===== src/rtl/iram_pkg.sv =====
package iram_pkg;
  typedef enum logic [2:0] {
    ACC_DIR  = 3'd0,
    ACC_IND  = 3'd1,
    ACC_REG  = 3'd2,
    ACC_BIT  = 3'd3,
    ACC_PUSH = 3'd4,
    ACC_POP  = 3'd5
  } acc_kind_e;
endpackage


===== src/rtl/iram_stack_ptr.sv =====
module iram_stack_ptr #(
  parameter int          AW     = 8,
  parameter logic [AW-1:0] SP_RST = 8'h07
) (
  input  logic          clk_i,
  input  logic          rst_ni,
  input  logic          push_i,
  input  logic          pop_i,
  output logic [AW-1:0] sp_o,
  output logic [AW-1:0] sp_inc_o
);
  logic [AW-1:0] sp_q;

  assign sp_inc_o = sp_q + AW'(1);
  assign sp_o     = sp_q;

  always_ff @(posedge clk_i or negedge rst_ni) begin
    if (!rst_ni)     sp_q <= SP_RST;
    else if (push_i) sp_q <= sp_inc_o;
    else if (pop_i)  sp_q <= sp_q - AW'(1);
  end
endmodule


===== src/rtl/iram_bit_merge.sv =====
module iram_bit_merge #(
  parameter int DW = 8,
  localparam int PW = $clog2(DW)
) (
  input  logic [DW-1:0] byte_i,
  input  logic [PW-1:0] pos_i,
  input  logic          bit_i,
  output logic [DW-1:0] byte_o,
  output logic          bit_o
);
  for (genvar g = 0; g < DW; g++) begin : g_lane
    assign byte_o[g] = (pos_i == PW'(g)) ? bit_i : byte_i[g];
  end
  assign bit_o = byte_i[pos_i];
endmodule


===== src/rtl/iram_addr_map.sv =====
module iram_addr_map
  import iram_pkg::*;
#(
  parameter int AW = 8,
  parameter int BW = 2,
  parameter logic [AW-1:0] BIT_BASE = 8'h20,
  localparam int RW = 3,
  localparam int PW = 3,
  localparam int FW = AW - 1 - PW
) (
  input  logic          valid_i,
  input  logic [2:0]    kind_i,
  input  logic [AW-1:0] addr_i,
  input  logic [BW-1:0] bank_i,
  input  logic [AW-1:0] sp_i,
  input  logic [AW-1:0] sp_inc_i,
  output logic          to_ram_o,
  output logic          to_sfr_o,
  output logic          is_bit_o,
  output logic          push_o,
  output logic          pop_o,
  output logic [AW-1:0] ram_addr_o,
  output logic [PW-1:0] bit_pos_o
);
  logic upper;
  assign upper     = addr_i[AW-1];
  assign bit_pos_o = addr_i[PW-1:0];

  always_comb begin
    to_ram_o   = 1'b0;
    to_sfr_o   = 1'b0;
    is_bit_o   = 1'b0;
    push_o     = 1'b0;
    pop_o      = 1'b0;
    ram_addr_o = addr_i;
    if (valid_i) begin
      case (acc_kind_e'(kind_i))
        ACC_DIR: begin
          to_ram_o = !upper;
          to_sfr_o = upper;
        end
        ACC_IND: to_ram_o = 1'b1;
        ACC_REG: begin
          to_ram_o   = 1'b1;
          ram_addr_o = {{(AW-BW-RW){1'b0}}, bank_i, addr_i[RW-1:0]};
        end
        ACC_BIT: begin
          is_bit_o   = 1'b1;
          to_ram_o   = !upper;
          to_sfr_o   = upper;
          if (!upper) ram_addr_o = BIT_BASE + {{(AW-FW){1'b0}}, addr_i[AW-2:PW]};
        end
        ACC_PUSH: begin
          to_ram_o   = 1'b1;
          push_o     = 1'b1;
          ram_addr_o = sp_inc_i;
        end
        ACC_POP: begin
          to_ram_o   = 1'b1;
          pop_o      = 1'b1;
          ram_addr_o = sp_i;
        end
        default: ;
      endcase
    end
  end
endmodule


===== src/rtl/iram_decoder.sv =====
module iram_decoder
  import iram_pkg::*;
#(
  parameter int DW = 8,
  parameter int AW = 8,
  parameter int BW = 2,
  parameter logic [AW-1:0] SP_RST   = 8'h07,
  parameter logic [AW-1:0] BIT_BASE = 8'h20,
  localparam int PW = $clog2(DW)
) (
  input  logic          clk_i,
  input  logic          rst_ni,
  input  logic          acc_valid_i,
  input  logic [2:0]    acc_kind_i,
  input  logic          acc_write_i,
  input  logic [AW-1:0] addr_i,
  input  logic [BW-1:0] psw_bank_i,
  input  logic [DW-1:0] wdata_i,
  input  logic          bit_wdata_i,
  output logic [DW-1:0] rdata_o,
  output logic          rbit_o,
  output logic [AW-1:0] sp_o,
  output logic          ram_en_o,
  output logic          ram_we_o,
  output logic [AW-1:0] ram_addr_o,
  output logic [DW-1:0] ram_wdata_o,
  input  logic [DW-1:0] ram_rdata_i,
  output logic          sfr_en_o,
  output logic          sfr_we_o,
  output logic          sfr_bit_o,
  output logic [AW-1:0] sfr_addr_o,
  output logic [DW-1:0] sfr_wdata_o,
  input  logic [DW-1:0] sfr_rdata_i
);
  logic          to_ram, to_sfr, is_bit, push, pop;
  logic [AW-1:0] sp_inc;
  logic [PW-1:0] bit_pos;
  logic [DW-1:0] merged;
  logic          ram_bit;

  iram_stack_ptr #(.AW(AW), .SP_RST(SP_RST)) u_sp (
    .clk_i, .rst_ni, .push_i(push), .pop_i(pop), .sp_o, .sp_inc_o(sp_inc)
  );

  iram_addr_map #(.AW(AW), .BW(BW), .BIT_BASE(BIT_BASE)) u_map (
    .valid_i(acc_valid_i), .kind_i(acc_kind_i), .addr_i, .bank_i(psw_bank_i),
    .sp_i(sp_o), .sp_inc_i(sp_inc), .to_ram_o(to_ram), .to_sfr_o(to_sfr),
    .is_bit_o(is_bit), .push_o(push), .pop_o(pop), .ram_addr_o,
    .bit_pos_o(bit_pos)
  );

  iram_bit_merge #(.DW(DW)) u_bits (
    .byte_i(ram_rdata_i), .pos_i(bit_pos), .bit_i(bit_wdata_i),
    .byte_o(merged), .bit_o(ram_bit)
  );

  // pop never writes; push always writes
  assign ram_en_o    = to_ram;
  assign ram_we_o    = to_ram && (push || (acc_write_i && !pop));
  assign ram_wdata_o = is_bit ? merged : wdata_i;

  assign sfr_en_o    = to_sfr;
  assign sfr_we_o    = to_sfr && acc_write_i;
  assign sfr_bit_o   = to_sfr && is_bit;
  assign sfr_addr_o  = addr_i;
  assign sfr_wdata_o = is_bit ? {{(DW-1){1'b0}}, bit_wdata_i} : wdata_i;

  assign rdata_o = to_sfr ? sfr_rdata_i : ram_rdata_i;
  assign rbit_o  = to_sfr ? sfr_rdata_i[0] : ram_bit;
endmodule


===== config.mk =====
export PLATFORM = sky130hd
export DESIGN_NAME = iram_decoder
export DESIGN_NICKNAME = d
export VERILOG_FILES = /design/src/rtl/iram_pkg.sv /design/src/rtl/iram_stack_ptr.sv /design/src/rtl/iram_bit_merge.sv /design/src/rtl/iram_addr_map.sv /design/src/rtl/iram_decoder.sv
export SDC_FILE = /design/constraint.sdc
export NUM_CORES = 1
export LEC_CHECK = 0
export BUFFER_PORTS_ARGS = -buffer_cell sky130_fd_sc_hd__buf_2
export CAP_MARGIN = 20
export CORE_MARGIN = 5
export CORE_UTILIZATION = 38
export CTS_CLUSTER_SIZE = 30
export DETAILED_ROUTE_END_ITERATION = 12
export PLACE_DENSITY_LB_ADDON = 0.25
export SLEW_MARGIN = 20
export SYNTH_ARGS = -nofsm -noshare
export SYNTH_HDL_FRONTEND = slang
export SYNTH_SLANG_ARGS = --single-unit

===== constraint.sdc =====
create_clock -name clk_i -period 1.59 [get_ports clk_i]
set_input_delay 0.0795 -clock clk_i [delete_from_list [all_inputs] [get_ports clk_i]]
set_output_delay 0.0795 -clock clk_i [all_outputs]
set_load 0.02 [all_outputs]

## Word-level counts from Yosys, hierarchy flattened

Cells that the tools add are included.

- Memories: 0
- Latch bits: 0
- Memory bits (read-only): 0
- Memory bits (writable): 0
- Bits in registers: 8
- Output and inout port bits: 54

- Magnitude comparators: 1
- Divide/modulo/power cells: 0
- Mux-type cells: 29
- Bitwise logic cells: 0
- Shift-type cells: 0
- Reduce and logical (&&, ||, !) cells: 12
- Add/sub/neg operators: 3
- Multipliers: 0
- Equal/unequal tests: 12

Operators with widths:

| operator | count |
|---|---|
| $mux 8 | 7 |
| $pmux 8 s4 | 1 |
| $mux 1 | 19 |
| $eq 3x3->1 const B | 6 |
| $eq 3x2->1 const B | 4 |
| $add 8x1->8 const B | 1 |
| $sub 8x1->8 const B | 1 |
| $add 6x4->7 const A | 1 |
| $eq 3x1->1 const B | 2 |
| $logic_not 3->1 | 2 |
| $logic_and 1x1->1 | 4 |
| $lt 3x4->1 const B | 1 |
| $reduce_or 4->1 | 1 |
| $bmux 1 s3 | 1 |
| $logic_not 1->1 | 2 |
| $pmux 1 s2 | 1 |
| $reduce_bool 2->1 | 1 |
| $reduce_or 2->1 | 1 |
| $logic_or 1x1->1 | 1 |

## Longest topological paths before layout

- Depth after elaboration: 7
- Depth in mapped cells: 7

## By module

From an unflattened synthesis, not the netlist that was laid out.

- Cells, all modules: 189
- Area, all modules: 1,539.0 um2

Modules (own cells, without submodules):

| module | area an instance (um2) | cells an instance | times used | seq. area each (um2) |
|---|---|---|---|---|
| iram_stack_ptr | 540.5 | 57 | 1 | 203.9 |
| iram_addr_map | 444.2 | 65 | 1 | 0.0 |
| iram_decoder | 326.6 | 45 | 1 | 0.0 |
| iram_bit_merge | 227.7 | 22 | 1 | 0.0 |

## Worst setup path before layout

Ideal clock, no wire load.

- Kind: reg-to-output
- Start point: register u_sp.sp_q[2] (netlist: u_sp.sp_o[2])
- End point: output ram_addr_o[5]
- Arrival time: 1.602 ns
- Stages on the path, launching flop included: 6
- Setup slack: -0.092 ns
- Required time: 1.510 ns
- Path buffers: 1
- Cell sequence: dfstp_2 > buf_2 > and4b_1 > and3_1 > xnor2_1 > o21ai_1

- Cells in the longest elaborated chain, start to end: 3

Ends and longest elaborated chain:

| what | RTL line | source |
|---|---|---|
| start, declared | iram_stack_ptr.sv:12 | `logic [AW-1:0] sp_q;` |
| start signal, assigned | iram_stack_ptr.sv:19 | `else if (push_i) sp_q <= sp_inc_o;` |
| start signal, assigned | iram_stack_ptr.sv:20 | `else if (pop_i) sp_q <= sp_q - AW'(1);` |
| $add 8x1->8 | iram_stack_ptr.sv:14 | `assign sp_inc_o = sp_q + AW'(1);` |
| $pmux 8 s4 | iram_addr_map.sv:37 | `case (acc_kind_e'(kind_i))` |
| $mux 8 | iram_addr_map.sv:36 | `if (valid_i) begin` |
| end, declared | iram_decoder.sv:25 | `output logic [AW-1:0] ram_addr_o,` |

Every way passes these cells.

## Worst setup path in the final report

- Start point: register u_sp.sp_q[1] (netlist: u_sp.sp_o[1])
- End point: output ram_addr_o[5]

Same word-level chain as after synthesis.

==> summary.txt <==
Skew-Pair Late Insertion Delay: 0.25 ns
cell row count: 21
Worst Setup Start Kind: register
Tmin final: 1.85 ns
multi-input logic area: 1120 µm²
unrepaired setup endpoints after global routing: true
post-synthesis sequential area ratio: 15.0%
CP arrival: 1.77 ns
final hold slack: 0.197 ns
Seq pwr share: 20.2%
global-route wire length before repair: 7.27 mm
Non-Filler Instances: 320
Max IR drop VDD: 1.11 mV
EDFF count, synth: 0
Slew Limit Fails: 0
GRT Overall Usage: 17.2%
Hold Path Class: primary input to asynchronous set/reset pin
Die ar.: 4880 µm²
r2r endpoint: u_sp.sp_o[5]
total clock buffers created by CTS: 3
Die H: 69.9 µm
critical setup path kind: register to output port
pin count of the biggest net entering global routing: 17
PD cells: 1010 nW/µm²
post-route ant nets: 0
drt via density: 4.95
1st-iter DRT viols: 97
total number of vias: 1583
Clock Tree Buf Depth: 2
Reg2Reg Depth: 5
Cells after DPL: 311
I/O Buffers: 95
Cells after Synth: 173
Distinct cells, synth: 43
clock sinks: 8
layout cells sized above 1: 55.1%
I/O pin total: 96
clock power share: 7.3%
Final Hold Vio Count: 0
status: finished with violations
Pleak: 1.02 nW
Avg Inst Size Synth: 7.88 µm²
clk_skew: 0.00712 ns
clock root cell: clkbuf_4
worst endpoint required time: 1.51 ns
DRC viols: 0
maximum fanout along the worst path: 4
Routed WL: 4.48 mm
Top FF cell, synth: dfrtp_1
CP Capture Type: output port
vias in the first global route: 1557
Register Area: 206 µm²
Setup WS post-layout: -0.256 ns
switching share of power: 44.7%
Largest register FFs: 8
WL/cell: 14.0 µm
initial antenna violation count: 0
Net count, final: 321
Max-Slew Margin vs Limit: 70.0%
gr ovfl total: 0
Max Freq: 542 MHz
Yosys reg bits: 8
CTS tree: built
Slew @ Worst Pin: 0.448 ns
worst slack, placed: -0.0663 ns
Die W: 69.9 µm
number of max-cap violations: 0
Syn. warnings: 0
r2r startpoint: u_sp.sp_o[1]
Syn-to-layout area delta: 55.4%
syn nets: 219
P_int: 1.18 mW
asr flop ratio synth: 100%
drt first pass iters: 4
clock transition at the registers of the reported paths: 0.05 ns
detailed placement HPWL: 3.70 mm
combinational group share of total power: 72.5%
crit share post-route: 116%
Psw: 957 µW
failing checks: setup timing
Post-Syn Area: 1360 µm²
final weighted congestion in routability-driven placement: 0.852
reg-to-reg slack, setup: 0.04 ns
Core Region: 3420 µm²
# fillers: 315
# diodes: 0
Initial Utilization: 39.9%
Final setup viols: 8
H-tree levels: 1
-- worst max path at each step --
stage | start | endpoint | depth (start not counted)
2_1_floorplan | u_sp.sp_o[3] | u_sp.sp_o[7] | 5
3_3_place_gp | u_sp.sp_o[1] | ram_addr_o[1] | 6
4_1_cts | u_sp.sp_o[0] | ram_addr_o[4] | 6
5_1_grt | u_sp.sp_o[1] | ram_addr_o[5] | 6
6_report | u_sp.sp_o[1] | ram_addr_o[5] | 6
3_5_place_dp | u_sp.sp_o[1] | ram_addr_o[1] | 6
-- cell families (layout without fill, tap and decap cells) --
family,after synthesis,in the layout,synth area share [%]
and+or+nand+nor,65,65,26.5
AOI/OAI and AO/OA,35,35,15.6
buffers and inverters,24,125,10.4
muxes,21,21,18.5
xor gates and xnor gates,16,16,10.3
DFF,8,8,15.0
adders and majority gates,4,4,3.67
-- power groups by stage --
stage | clock [mW] | sequential (mW) | combinational [mW]
2_1_floorplan | 0 | 0.538 | 0.750
3_3_place_gp | 0 | 0.422 | 1.31
3_5_place_dp | 0 | 0.426 | 1.32
4_1_cts | 0.163 | 0.424 | 1.45
5_1_grt | 0.173 | 0.449 | 1.67
6_report | 0.156 | 0.433 | 1.55
-- critical path: stages (launching register included) --
cell     delay [ns]
dfstp_2        0.56
buf_4          0.12
and4b_2        0.30
and3_4         0.22
xnor2_2        0.07
o21ai_2        0.13
buf_6          0.13
-- layer usage --
| layer | vias up | track usage (%) | part of all wire [%] |
|---|---|---|---|
| met1 | 721 | 20.9 | 42 |
| li1 | 803 | - | - |
| met5 | - | 0 | 0 |
| met2 | 55 | 31.3 | 51 |
| met4 | 0 | 4.04 | 0.47 |
| met3 | 4 | 3.01 | 6.2 |
-- placed cells by master, fill, tap and decap left out, types with 2 or more instances in the layout --
cell type and instances:
a21o_1 2, o21bai_1 7, mux2i_1 8, mux4_2 2, nor3b_1 3, dfstp_2 3
buf_6 7, inv_1 2, buf_4 22, mux2_2 2, clkbuf_4 3, a22oi_1 2
ha_1 2, dfrtp_1 3, xnor2_1 10, nand2_1 15, nor2b_1 4, xnor2_2 3
xor2_1 3, nand2b_1 3, and2_1 9, inv_2 2, dfrtp_2 2, nand3b_1 3
a21oi_1 6, buf_2 87, nand3_1 2, mux2_1 8, o21ai_1 8, nor2_1 11
o21ai_2 4
-- timing repair --
| action | in CTS | in global routing |
|---|---|---|
| endpoints found under the hold margin | 8 | 0 |
| pin swaps | 8 | 6 |
| hold buffers | 1 | 0 |
| gates resized for setup | 19 | 13 |
| setup buffers | 3 | 1 |
| setup endpoints to repair | 7 | 11 |
-- Yosys cell counts (2+ instances only) --
cell	count	area, µm²
a21o_1	2	15.0
a21oi_1	7	35.0
a22oi_1	3	22.5
and2_1	10	62.6
buf_2	5	25.0
buf_4	8	60.1
buf_6	2	22.5
clkbuf_1	4	15.0
dfrtp_1	5	125
dfstp_2	3	78.8
ha_1	4	50.1
inv_1	4	15.0
mux2_1	9	101
mux2_2	2	22.5
mux2i_1	8	80.1
nand2_1	15	56.3
nand2b_1	3	18.8
nand3_1	2	10.0
nand3b_1	3	22.5
nor2_1	12	45.0
nor2b_1	4	25.0
nor3b_1	4	30.0
nor4_1	3	18.8
o21ai_1	12	60.1
o21bai_1	7	52.6
xnor2_1	13	114
xor2_1	3	26.3
-- layout make-up --
cell class,count,area share (%)
Timing Repair Buffer,117,32.6
Sequential cell,8,9.75
Tap cell,46,2.72
Inverter,4,0.709
Multi-Input combinational cell,141,53.0
Clock buffer,4,1.24
-- through the flow --
stage          setup TNS, ns  cell area (µm²)  util [%]  total power [mW]
2_1_floorplan        -0.0232             1420         -              1.29
3_3_place_gp         -0.0360             1940      56.8              1.73
3_5_place_dp         -0.0663             1940      56.8              1.75
4_1_cts                -1.44             2060      60.3              2.04
5_1_grt                -2.05             2120      62.0              2.29
6_report               -1.43             2120      62.0              2.14
Note: power is estimated with default switching activity, not from simulation.
